**config.mk**
```make
export PLATFORM = sky130hd
export DESIGN_NAME = uart_break_unit
export DESIGN_NICKNAME = d
export VERILOG_FILES = /design/src/rtl/uart_brk_pkg.sv /design/src/rtl/brk_len_sel.sv /design/src/rtl/brk_tx.sv /design/src/rtl/brk_rx.sv /design/src/rtl/uart_break_unit.sv
export SDC_FILE = /design/constraint.sdc
export NUM_CORES = 1
export LEC_CHECK = 0
export ABC_AREA = 1
export BUFFER_PORTS_ARGS = -buffer_cell sky130_fd_sc_hd__buf_2
export CAP_MARGIN = 20
export CORE_UTILIZATION = 50
export CTS_BUF_LIST = sky130_fd_sc_hd__clkbuf_2
export CTS_CLUSTER_SIZE = 24
export DETAILED_ROUTE_END_ITERATION = 7
export HOLD_SLACK_MARGIN = 0.08
export PLACE_DENSITY_LB_ADDON = 0.15
export SLEW_MARGIN = 25
export SYNTH_ARGS = -nofsm -noshare
export SYNTH_HDL_FRONTEND = slang
export SYNTH_SLANG_ARGS = --single-unit
```
**constraint.sdc**
```tcl
create_clock -name clk_i -period 3.65 [get_ports clk_i]
set_input_delay 0.1825 -clock clk_i [delete_from_list [all_inputs] [get_ports clk_i]]
set_output_delay 0.1825 -clock clk_i [all_outputs]
set_load 0.01 [all_outputs]
```
**src/rtl/uart_brk_pkg.sv**
```systemverilog
package uart_brk_pkg;
  typedef logic [1:0] fmt_grp_t;

  // 10-bit overrides 9-bit; a second stop bit adds one group step
  function automatic fmt_grp_t grp_of(input logic ten, input logic nine, input logic two);
    logic [1:0] base;
    base = ten ? 2'd2 : (nine ? 2'd1 : 2'd0);
    return base + {1'b0, two};
  endfunction
endpackage

```
**src/rtl/brk_len_sel.sv**
```systemverilog
module brk_len_sel
  import uart_brk_pkg::*;
#(
  parameter int LEN_W      = 5,
  parameter int SHORT_BASE = 10,
  parameter int LONG_BASE  = 13
) (
  input  logic             ten_i,
  input  logic             nine_i,
  input  logic             two_i,
  input  logic             long_i,
  input  logic             ext_i,
  output logic [LEN_W-1:0] gen_len_o,
  output logic [LEN_W-1:0] det_len_o
);
  localparam logic [LEN_W-1:0] SHORT_L = LEN_W'(SHORT_BASE);
  localparam logic [LEN_W-1:0] LONG_L  = LEN_W'(LONG_BASE);

  fmt_grp_t         grp;
  logic [LEN_W-1:0] grp_w;
  logic [LEN_W-1:0] ext_step;

  always_comb begin
    grp       = grp_of(ten_i, nine_i, two_i);
    grp_w     = LEN_W'(grp);
    gen_len_o = (long_i ? LONG_L : SHORT_L) + grp_w;
    // extended thresholds: one longer for G0/G1, two longer for G2/G3
    ext_step  = grp[1] ? LEN_W'(2) : LEN_W'(1);
    det_len_o = SHORT_L + grp_w + (ext_i ? ext_step : '0);
  end
endmodule

```
**src/rtl/brk_tx.sv**
```systemverilog
module brk_tx #(
  parameter int LEN_W = 5
) (
  input  logic             clk_i,
  input  logic             rst_ni,
  input  logic             tick_i,
  input  logic             boundary_i,
  input  logic             req_i,
  input  logic [LEN_W-1:0] len_i,
  output logic             txd_o,
  output logic             busy_o
);
  typedef enum logic [1:0] {TX_IDLE, TX_LOW, TX_MARK} tx_st_e;

  tx_st_e           st_q, st_d;
  logic             pend_q, pend_d;
  logic [LEN_W-1:0] cnt_q, cnt_d;
  logic [LEN_W-1:0] len_q, len_d;

  always_comb begin
    st_d   = st_q;
    pend_d = pend_q | req_i;
    cnt_d  = cnt_q;
    len_d  = len_q;
    if (tick_i) begin
      unique case (st_q)
        TX_IDLE: if (pend_q && boundary_i) begin
          st_d   = TX_LOW;
          pend_d = req_i;
          cnt_d  = LEN_W'(1);
          len_d  = len_i;
        end
        TX_LOW: begin
          if (cnt_q >= len_q) st_d = TX_MARK;
          else cnt_d = cnt_q + LEN_W'(1);
        end
        TX_MARK: st_d = TX_IDLE;
        default: st_d = TX_IDLE;
      endcase
    end
  end

  always_ff @(posedge clk_i or negedge rst_ni) begin
    if (!rst_ni) begin
      st_q   <= TX_IDLE;
      pend_q <= 1'b0;
      cnt_q  <= '0;
      len_q  <= '0;
    end else begin
      st_q   <= st_d;
      pend_q <= pend_d;
      cnt_q  <= cnt_d;
      len_q  <= len_d;
    end
  end

  assign txd_o  = (st_q != TX_LOW);
  assign busy_o = (st_q != TX_IDLE);
endmodule

```
**src/rtl/brk_rx.sv**
```systemverilog
module brk_rx #(
  parameter int LEN_W = 5
) (
  input  logic             clk_i,
  input  logic             rst_ni,
  input  logic             tick_i,
  input  logic             rxd_i,
  input  logic [LEN_W-1:0] thr_i,
  input  logic             clr_i,
  output logic             flag_o
);
  logic [LEN_W-1:0] run_q, run_d;
  logic             armed_q, armed_d;
  logic             flag_q, flag_d;
  logic             hit;

  always_comb begin
    run_d   = run_q;
    armed_d = armed_q;
    hit     = 1'b0;
    if (tick_i) begin
      if (rxd_i) begin
        run_d   = '0;
        armed_d = 1'b1;
      end else if (armed_q) begin
        run_d = run_q + LEN_W'(1);
        if (run_d >= thr_i) begin
          hit     = 1'b1;
          armed_d = 1'b0;
        end
      end
    end
    // a new detection wins over a clear in the same cycle
    flag_d = hit | (flag_q & ~clr_i);
  end

  always_ff @(posedge clk_i or negedge rst_ni) begin
    if (!rst_ni) begin
      run_q   <= '0;
      armed_q <= 1'b1;
      flag_q  <= 1'b0;
    end else begin
      run_q   <= run_d;
      armed_q <= armed_d;
      flag_q  <= flag_d;
    end
  end

  assign flag_o = flag_q;
endmodule

```
**src/rtl/uart_break_unit.sv**
```systemverilog
module uart_break_unit #(
  parameter int LEN_W = 5
) (
  input  logic clk_i,
  input  logic rst_ni,
  input  logic bit_tick_i,
  input  logic fmt9_i,
  input  logic fmt10_i,
  input  logic two_stop_i,
  input  logic long_brk_i,
  input  logic ext_det_i,
  input  logic send_brk_i,
  input  logic tx_boundary_i,
  output logic txd_o,
  output logic tx_busy_o,
  input  logic rxd_i,
  input  logic flag_wr_i,
  input  logic flag_wdata_i,
  input  logic brk_ie_i,
  output logic brk_flag_o,
  output logic irq_o
);
  logic [LEN_W-1:0] gen_len;
  logic [LEN_W-1:0] det_len;

  brk_len_sel #(.LEN_W(LEN_W)) i_len (
    .ten_i    (fmt10_i),
    .nine_i   (fmt9_i),
    .two_i    (two_stop_i),
    .long_i   (long_brk_i),
    .ext_i    (ext_det_i),
    .gen_len_o(gen_len),
    .det_len_o(det_len)
  );

  brk_tx #(.LEN_W(LEN_W)) i_tx (
    .clk_i     (clk_i),
    .rst_ni    (rst_ni),
    .tick_i    (bit_tick_i),
    .boundary_i(tx_boundary_i),
    .req_i     (send_brk_i),
    .len_i     (gen_len),
    .txd_o     (txd_o),
    .busy_o    (tx_busy_o)
  );

  brk_rx #(.LEN_W(LEN_W)) i_rx (
    .clk_i (clk_i),
    .rst_ni(rst_ni),
    .tick_i(bit_tick_i),
    .rxd_i (rxd_i),
    .thr_i (det_len),
    .clr_i (flag_wr_i & flag_wdata_i),
    .flag_o(brk_flag_o)
  );

  assign irq_o = brk_flag_o & brk_ie_i;
endmodule

```
=== Word level (Yosys, flattened, before mapping) ===
Index checks and enable logic that the tools add are counted.

* Register bits after elaboration: 20
* Bits of input ports: 14
* Output and inout bits: 4
* Word-level logic and storage cells: 58

* Add/sub/neg operators: 6
* Order comparisons: 2
* Equality and inequality tests: 5
* Muxes and demuxes: 23
* Bitwise operators: 6
* Reduce and logical (&&, ||, !) cells: 9

{| class="wikitable"
|+ Operator list
! operator !! count
|-
| 5-bit 2-to-1 mux || 5
|-
| 1-bit 2-to-1 mux || 11
|-
| 5-bit by 1-bit adder with 5-bit output, second input constant || 2
|-
| 5-bit greater-or-equal comparator || 2
|-
| 5-bit one-hot mux with 2 select lines || 1
|-
| 2-bit 2-to-1 mux || 4
|-
| 2-bit by 1-bit != test with 1-bit output, second input constant || 3
|-
| 3-bit AND reduction || 2
|-
| 2-bit nonzero test || 3
|-
| 4-bit by 2-bit adder with 5-bit output, first input constant || 1
|-
| 5-bit by 2-bit adder with 5-bit output || 1
|-
| 5-bit adder || 1
|-
| 2-bit one-hot mux with 2 select lines || 1
|-
| 4-bit AND reduction || 1
|-
| 1-bit bitwise AND || 3
|-
| 3-bit 2-to-1 mux || 1
|-
| 2-bit by 1-bit adder with 2-bit output || 1
|-
| 2-bit by 1-bit == test with 1-bit output, second input constant || 1
|-
| 2-bit logical NOT || 1
|-
| 2-bit != test, second input constant || 1
|-
| 1-bit bitwise OR || 2
|-
| 2-bit AND reduction || 1
|-
| 1-bit logical AND || 1
|-
| 1-bit inverter || 1
|}

=== Logic depth before layout (Yosys ltp) ===
Gate-level depths: netlist of the first run.

* Depth after elaboration: 12
* Mapped depth: 17
* Mapped depth without buffers: 17

=== Cells and area by module ===
Synthesis of the first run repeated with hierarchy kept, for this count alone.

* Cell total of the unflattened synthesis: 188
* Area total of the unflattened synthesis: 1493.9 µm²

{| class="wikitable"
|+ By module, submodules not included
! module !! instances !! cells each !! area each (µm²) !! sequential area each (µm²)
|-
| brk_tx || 1 || 92 || 789.5 || 325.3
|-
| brk_rx || 1 || 61 || 470.5 || 176.4
|-
| brk_len_sel || 1 || 31 || 219.0 || 0.0
|-
| uart_break_unit || 1 || 4 || 15.0 || 0.0
|}

=== Least setup slack after synthesis of the first run ===
No wires, ideal clock.

* Kind: input to register
* From: input fmt9_i
* To: register i_rx.flag_q (netlist: i_rx.flag_o)
* Setup time: 118 ps
* Data arrival time: 2209 ps
* Required time: 3532 ps
* Setup slack: 1323 ps
* Cell stages on the path: 15
* Path buffers: 0
* Path through: inv_1 -> nor2_1 -> ha_1 -> xor2_1 -> nor2_1 -> ha_1 -> ha_1 -> ha_1 -> inv_1 -> ha_1 -> a21o_1 -> nor2_1 -> nand3_1 -> nand4_1 -> nand2_1

* Cells in the longest elaborated chain, start to end: 12
* Elaborated cells on any way between the ends: 13
* Those cells by class: add/sub (3); order compare (1); mux (8); bitwise (1)

{| class="wikitable"
|+ RTL lines
! item !! line !! RTL
|-
| start, declared || uart_break_unit.sv:7 || <nowiki>input logic fmt9_i,</nowiki>
|-
| 1-bit 2-to-1 mux * || uart_brk_pkg.sv:7 || <nowiki>base = ten ? 2'd2 : (nine ? 2'd1 : 2'd0);</nowiki>
|-
| 2-bit 2-to-1 mux * || uart_brk_pkg.sv:7 ||
|-
| 2-bit by 1-bit adder with 2-bit output * || uart_brk_pkg.sv:8 || <nowiki>return base + {1'b0, two};</nowiki>
|-
| parallel branches: the longest is 2 deep, another holds 4-bit by 2-bit adder with 5-bit output || -- ||
|-
| 5-bit adder * || brk_len_sel.sv:29 || <nowiki>det_len_o = SHORT_L + grp_w + (ext_i ? ext_step : '0);</nowiki>
|-
| 5-bit greater-or-equal comparator * || brk_rx.sv:27 || <nowiki>if (run_d >= thr_i) begin</nowiki>
|-
| 1-bit 2-to-1 mux * || brk_rx.sv:27 ||
|-
| 1-bit 2-to-1 mux * || brk_rx.sv:25 || <nowiki>end else if (armed_q) begin</nowiki>
|-
| 1-bit 2-to-1 mux * || brk_rx.sv:22 || <nowiki>if (rxd_i) begin</nowiki>
|-
| 1-bit 2-to-1 mux * || brk_rx.sv:21 || <nowiki>if (tick_i) begin</nowiki>
|-
| 1-bit bitwise OR * || brk_rx.sv:34 || <nowiki>flag_d = hit | (flag_q & ~clr_i);</nowiki>
|-
| named net i_rx.flag_d || brk_rx.sv:14 || <nowiki>logic flag_q, flag_d;</nowiki>
|-
| end signal, assigned || brk_rx.sv:45 || <nowiki>flag_q <= flag_d;</nowiki>
|-
| end, declared || brk_rx.sv:14 ||
|}

Mark *: on every way through the listed nets, which the timed path passes.
A chain may end at the register's enable or synchronous reset.

=== Worst setup path after layout of the first run ===
* From: input fmt10_i
* To: register i_rx.armed_q

* Cells in the longest elaborated chain, start to end: 9
* Elaborated cells on any way between the ends: 10
* Those cells by class: add/sub (3); order compare (1); mux (6)

{| class="wikitable"
|+ RTL lines
! item !! line !! RTL
|-
| start, declared || uart_break_unit.sv:8 || <nowiki>input logic fmt10_i,</nowiki>
|-
| 2-bit 2-to-1 mux * || uart_brk_pkg.sv:7 ||
|-
| 2-bit by 1-bit adder with 2-bit output * || uart_brk_pkg.sv:8 ||
|-
| parallel branches: the longest is 2 deep, another holds 4-bit by 2-bit adder with 5-bit output || -- ||
|-
| 5-bit adder * || brk_len_sel.sv:29 ||
|-
| 5-bit greater-or-equal comparator * || brk_rx.sv:27 ||
|-
| 1-bit 2-to-1 mux * || brk_rx.sv:27 ||
|-
| 1-bit 2-to-1 mux * || brk_rx.sv:25 ||
|-
| 1-bit 2-to-1 mux * || brk_rx.sv:22 ||
|-
| end signal, assigned || brk_rx.sv:44 || <nowiki>armed_q <= armed_d;</nowiki>
|-
| end, declared || brk_rx.sv:13 || <nowiki>logic armed_q, armed_d;</nowiki>
|}

Mark *: on every way between the ends.

==> out/qor.yml, run 1 <==
outcome:
  status: "completed"
sta:
  rsz0062_at_grt: "false"
  fin_worst_skew_ns: 0.009082
  worst_pin_slew_ns: 0.5645
  slew_headroom: 0.6208
  timing.fmax_mhz: 433.7
  hold_viol: 0
  holdWs_ns: 0.1147
  finalCritPeriodShare: 0.6317
  setup_tns_ns: 0
  setup_violations: 0
  finalCriticalPeriod_ns: 2.306
  slew_viol_final: 0
logic_synthesis:
  synth_top_family_by_area: "simple AND/OR/NAND/NOR gates"
  synth_nets: 210
  synthSimpleGateAreaFrac: 0.2717
  yosysWarnings: 0
  synth_top_area_cell: "dfrtp_1"
  synth_compound_gate_area_share: 0.06159
  synthMuxAreaShare: 0
  yosys.area_share.xor_xnor: 0.03804
  synthTopCellsByArea: "dfrtp_1, ha_1, nand2_1, inv_1, nand3_1"
  netlist_instances: 176
  ys_seq_elements: 20
  synth.avg_cell_area_sq_um: 7.848
  netlist_area_sq_um: 1381
  synth_top_area_frac: 0.3442
  synth_fa_ha_area_frac: 0.1866
  ys_types: 19
  yosysSeqAreaShare: 0.3632
pwr:
  p_sw_w: 0.0003576
  vdd_drop_max_mv: 0.3163
  pwr-share-comb: 0.467
  p_sw_frac: 0.4375
  p_int_w: 0.0004598
  p_leak_nw: 0.9035
  p_per_area_nw_per_um2: 519.7
  clockPowerShare: 0.116
  seqPwrFrac: 0.417
critical_path:
  reg2reg_from: "i_rx.run_q[0]"
  crit_path_start_kind: "primary input"
  crit_start: "fmt10_i"
  cp_slowest_stage_delay_ns: 0.33
  required_ns: 3.93
  critPathKind: "in2reg"
  crit_chain: "buf_2 > nor2_1 > ha_1 > xor2_1 > nor2_1 > ha_1 > ha_1 > ha_1 > inv_1 > ha_1 > a21o_1 > nor2_1 > nand3_1 > nand3_1 > nand2_1 > nand2_1"
  critical_path.most_common_cell: "ha_1"
  critical-path-slowest-cell: "xor2_1"
  critPathMaxFanout: 5
  cp-end-kind: "register"
  arrival_ns: 2.59
placed_design:
  gp_congestion: 0.8309
  numPortBuffers: 17
  dp_hpwl_um: 2003
hold_path:
  hold_start: "bit_tick_i"
  min_path_type: "in2reg"
run:
  max_cap_violations: 0
clock_network:
  htreeDepth: 1
  numCtsBuffers: 3
  clock_latency_ns: 0.33
  clk_pin_slew_ns: 0.19
  cts_buffer_depth: 2
  post_cts_buffers: 0
  cts_root_buffer: "clkbuf_2"
  numClockSinks: 20
  cts_tree: "done"
layout:
  mostFrequentLayoutCell: "nand2_1"
  drive_above_1_share: 0.1188
  fin_nets: 237
  final_cell_mix: "nand2_1, inv_1, nand3_1, ha_1, dfrtp_1"
  antenna_cells: 0
  area_delta_synth_final_pct: 13.86
  fin_util: 0.6180
route:
  drc: 0
  viasPerCell: 5.026
  wirelength_um: 2547
  first_pass_iters: 4
  num_vias: 1166
  drt_iter0_drc: 14
  ant_nets: 0
  drt-wirelength-per-cell_um: 10.98
grt:
  grt-ovfl-total: 0
  track_usage: 0.2087
  antenna_found_initial: 0
  grt_pass1_vias: 1093
  grt_pass1_wl_um: 4347
  grt_max_degree: 21
die:
  die_area_sq_um: 2977
  start_util: 0.5428
  io_pins: 18
  core_area_sq_um: 2545
  die_h_um: 54.56
  row_count: 18
  die_w_um: 54.56
[kinds of logic after synthesis]
| family | Yosys count |
|---|---|
| DFF | 20 |
| xor gates and xnor gates | 6 |
| buffers and inverters | 29 |
| and+or+nand+nor | 85 |
| AOI/OAI and AO/OA | 16 |
| adders and majority gates | 20 |
[area by class of cell]
| cell class | instances | area (sq um) |
|---|---|---|
| clock buffer | 3 | 15.01 |
| clock inverter | 1 | 3.754 |
| fill | 226 | 972.2 |
| inverter | 29 | 108.9 |
| multi-input combinational | 127 | 770.7 |
| sequential | 20 | 501.7 |
| tap | 30 | 37.54 |
| timing repair buffer | 22 | 135.1 |
[worst paths after layout]
path                            slack, ns  cells past startpoint       endpoint
worst max-delay path                 1.34                     16   i_rx.armed_q
min in group asynchronous            0.30                      2  i_tx.len_q[1]
worst min register to register       0.48                      2   i_rx.armed_q
max in group asynchronous            2.99                      2   i_rx.armed_q
worst max register to register       1.83                      9   i_rx.armed_q
worst min-delay path                 0.11                      3   i_rx.armed_q
[metrics by stage]
step / setup slack (ns) / instance area, sq um / total power [W] / instances
3_5_place_dp: 0.9568 / 1504 / 0.0007305 / 223
4_1_cts: 1.321 / 1573 / 0.0008293 / 232
3_3_place_gp: 1.082 / 1504 / 0.0007114 / 223
5_1_grt: 1.107 / 1573 / 0.0009192 / 232
6_report: 1.344 / 1573 / 0.0008174 / 232
2_1_floorplan: 1.323 / 1381 / 0.0006254 / 176
[cells in the mapped netlist]
cell and number:
nor3_1 1, nor2_1 10, dfstp_2 1, nor2_4 2, nand3b_1 1, inv_1 28
nand4_1 4, fa_1 1, a21oi_1 4, ha_1 19, dfrtp_1 19, nand3_1 19
xor2_1 5, nand2_2 1, a21o_1 2, clkinv_1 1, xnor2_1 1, nand2_1 47
o21ai_0 10
[worst max-delay path: cells and delay by family]
kind | cells | cell delay, ns
adders and majority gates | 5 | 1.16
and+or+nand+nor | 7 | 0.59
xor gates and xnor gates | 1 | 0.33
buffers and inverters | 2 | 0.16
AOI/OAI and AO/OA | 1 | 0.16
[layer usage]
metal / vias to the layer above / share of wire / global-route usage / wire length (um)
li1: 616 / - / - / -
met1: 534 / 0.45 / 0.2324 / 1140
met2: 12 / 0.52 / 0.3923 / 1326
met3: 4 / 0.024 / 0.05833 / 60
met4: 0 / 0.0075 / 0.03846 / 19
met5: - / 0 / 0 / 0
[sequential cells by signal, indices dropped and copies added (netlist names)]
register      flops
i_rx.armed_q      1
i_rx.flag_o       1
i_rx.run_q        5
i_tx.cnt_q        5
i_tx.len_q        5
i_tx.pend_q       1
i_tx.st_q         2
[power by group through the flow]
stage	Clock [W]	Combinational (W)	Sequential, W
global placement	0	0.000368	0.000344
global route	0.000109	0.000456	0.000354
finish	0.0000951	0.000381	0.000341
floorplan	0	0.000293	0.000333
CTS	0.0000984	0.000389	0.000342
detailed placement	0	0.000384	0.000347
[timing repair]
| item | 4_1_cts | 5_1_grt |
|---|---|---|
| resized for setup | 0 | 0 |
| hold buffers | 5 | 0 |
| endpoints found under the hold margin | 22 | 0 |
Power figures use the tool's default switching activity.
==> run 2: changes to the inputs <==
==> constraint.sdc (replaced) <==
create_clock -name clk_i -period 1.85 [get_ports clk_i]
set_input_delay 0.0925 -clock clk_i [delete_from_list [all_inputs] [get_ports clk_i]]
set_output_delay 0.0925 -clock clk_i [all_outputs]
set_load 0.01 [all_outputs]
==> run 2 against run 1 <==
  * First-iteration DRC count fell by 21%
  * Sequential power rose by 95%
  * Die area did not move
  * Critical path depth fell by 1
  * Combinational power rose by 140%
  * Sequential share of layout area fell by 3.9 points
  * Worst hold slack improved by 0.050 ns
  * Setup slack got worse by 1.3 ns
  * Cell count rose by 5.2%
  * Global-route usage rose by 0.35 points
  * Non-clock buffer count rose by 12
  * Critical endpoint is now i_rx.flag_o
==> out/qor.yml, run 2 (synthesis gave the netlist of run 1 again) <==
layout:
  mostFrequentLayoutCell: "nand2_1"
  drive_above_1_share: 0.2150
  fin_util: 0.7030
  area_delta_synth_final_pct: 29.53
  fin_nets: 249
  final_cell_mix: "nand2_1, inv_1, dfrtp_1"
  largest_registers: "i_rx.run_q x5, i_tx.cnt_q x5, i_tx.len_q x5"
  antenna_cells: 0
hold_path:
  min_path_type: "in2reg"
  hold_depth: 4
critical_path:
  critical-path-slowest-cell: "ha_4"
  arrival_ns: 2.05
  critical_path.most_common_cell: "ha_4"
  reg2regPathDepth: 8
  path_buf_inv: 2
  crit_family: "adder cells"
  path_depth: 15
  crit_path_start_kind: "primary input"
  required_ns: 2.07
  critPathKind: "in2reg"
  cp_slowest_stage_delay_ns: 0.25
  cp-end-kind: "register"
  crit_chain: "buf_6 > nor2_4 > ha_4 > xor2_4 > nor2_1 > ha_2 > ha_4 > ha_4 > inv_2 > ha_4 > a21o_1 > nor2_2 > nand3_2 > nand4_1 > nand2_1"
  critPathMaxFanout: 3
die:
  die_w_um: 54.56
  row_count: 18
  io_pins: 18
  core_area_sq_um: 2545
  start_util: 0.5428
  die_area_sq_um: 2977
  die_h_um: 54.56
clock_network:
  cts_root_buffer: "clkbuf_2"
  numCtsBuffers: 3
  cts_tree: "done"
  cts_buffer_depth: 2
  clk_pin_slew_ns: 0.18
  numClockSinks: 20
  htreeDepth: 1
  clock_latency_ns: 0.30
placed_design:
  dp_slack_ns: -0.4802
  gp_congestion: 0.7411
  dp_hpwl_um: 2122
  numPortBuffers: 17
sta:
  fin_worst_skew_ns: 0.002888
  slew_viol_final: 0
  worst_pin_slew_ns: 0.5107
  timing.fmax_mhz: 547.3
  finalCriticalPeriod_ns: 1.827
  fin_ws_ns: 0.02296
  setup_violations: 0
  rsz0062_at_grt: "true"
  slew_headroom: 0.6569
  hold_viol: 0
  finalCritPeriodShare: 0.9876
route:
  viasPerCell: 5.070
  wirelength_um: 2689
  drc: 0
  drt_iter0_drc: 11
  drt-wirelength-per-cell_um: 11.02
  num_vias: 1237
  first_pass_iters: 4
  ant_nets: 0
pwr:
  p_sw_frac: 0.4345
  seqPwrFrac: 0.382
  p_per_area_nw_per_um2: 973.7
  p_leak_nw: 0.9648
  clockPowerShare: 0.101
  total_power_w: 0.001742
  p_sw_w: 0.0007570
  vdd_drop_max_mv: 0.7647
  p_int_w: 0.0009853
  pwr-share-comb: 0.517
run:
  max_cap_violations: 0
grt:
  antenna_found_initial: 0
  grt_max_degree: 21
  grt_pass1_wl_um: 4326
  track_usage: 0.2122
  grt-ovfl-total: 0
  grt_pass1_vias: 1098
outcome:
  status: "completed"
==> run 2: cell count changes in the layout (fill, tap and decap cells not counted), sizes merged <==
cell / before / now
buf: 17 / 26
dlygate4sd3: 5 / 8
==> run 2: final cells by class <==
cell class,count,area [sq um]
well taps,30,37.54
multi-input cells,127,869.6
inverters,29,116.4
fillers,220,755.7
clock inverters,1,3.754
clock buffers,3,15.01
flip-flops and latches,20,501.7
repair buffers,34,245.2
==> run 2: power by group through the flow <==
stage	sequential, W	clock, W	combinational (W)
3_5_place_dp	0.000673	0	0.000843
4_1_cts	0.000665	0.000186	0.000880
3_3_place_gp	0.000667	0	0.000793
2_1_floorplan	0.000657	0	0.000601
6_report	0.000666	0.000176	0.000900
5_1_grt	0.000683	0.000210	0.00103
==> run 2: timing repair <==
item | CTS | global route
gates cloned | 0 | 0
resized for setup | 5 | 2
pin swaps | 9 | 3
setup buffers | 2 | 1
hold buffers | 8 | 0
hold endpoints to repair | 24 | 0
endpoints found under the setup margin | 2 | 4
==> run 2: layer usage <==
metal	track usage	wire, um	vias up
met4	0.08974	27	0
li1	-	-	639
met1	0.2324	1216	578
met5	0	0	-
met2	0.3923	1380	18
met3	0.04167	64	2
==> run 2: worst paths after layout <==
kind,from,end,slack (ns)
worst max-delay path,fmt10_i,i_rx.flag_o,0.02
min in group asynchronous,rst_ni,i_tx.cnt_q[2],0.23
worst max register to register,i_rx.run_q[1],i_rx.flag_o,0.11
worst min-delay path,long_brk_i,i_tx.len_q[3],0.16
worst min register to register,i_rx.armed_q,i_rx.armed_q,0.49
max in group asynchronous,rst_ni,i_rx.armed_q,1.29
==> run 2: metrics by stage <==
step                      hold WS [ns]  setup TNS, ns  instance area (sq um)  cells
after floorplan                -0.2031        -0.4300                   1468    176
after global placement         0.05879        -0.7830                   1635    229
after detailed placement       0.06171        -0.9483                   1635    229
after CTS                       0.1439              0                   1772    243
after global routing            0.1523       -0.01106                   1789    244
final                           0.1643              0                   1789    244
==> run 2: tightest hold or removal path, delay by kind of cell <==
kind,cells,cell delay (ns)
compound gates,1,0.06
buf+inv,1,0.14
simple gates,2,0.15
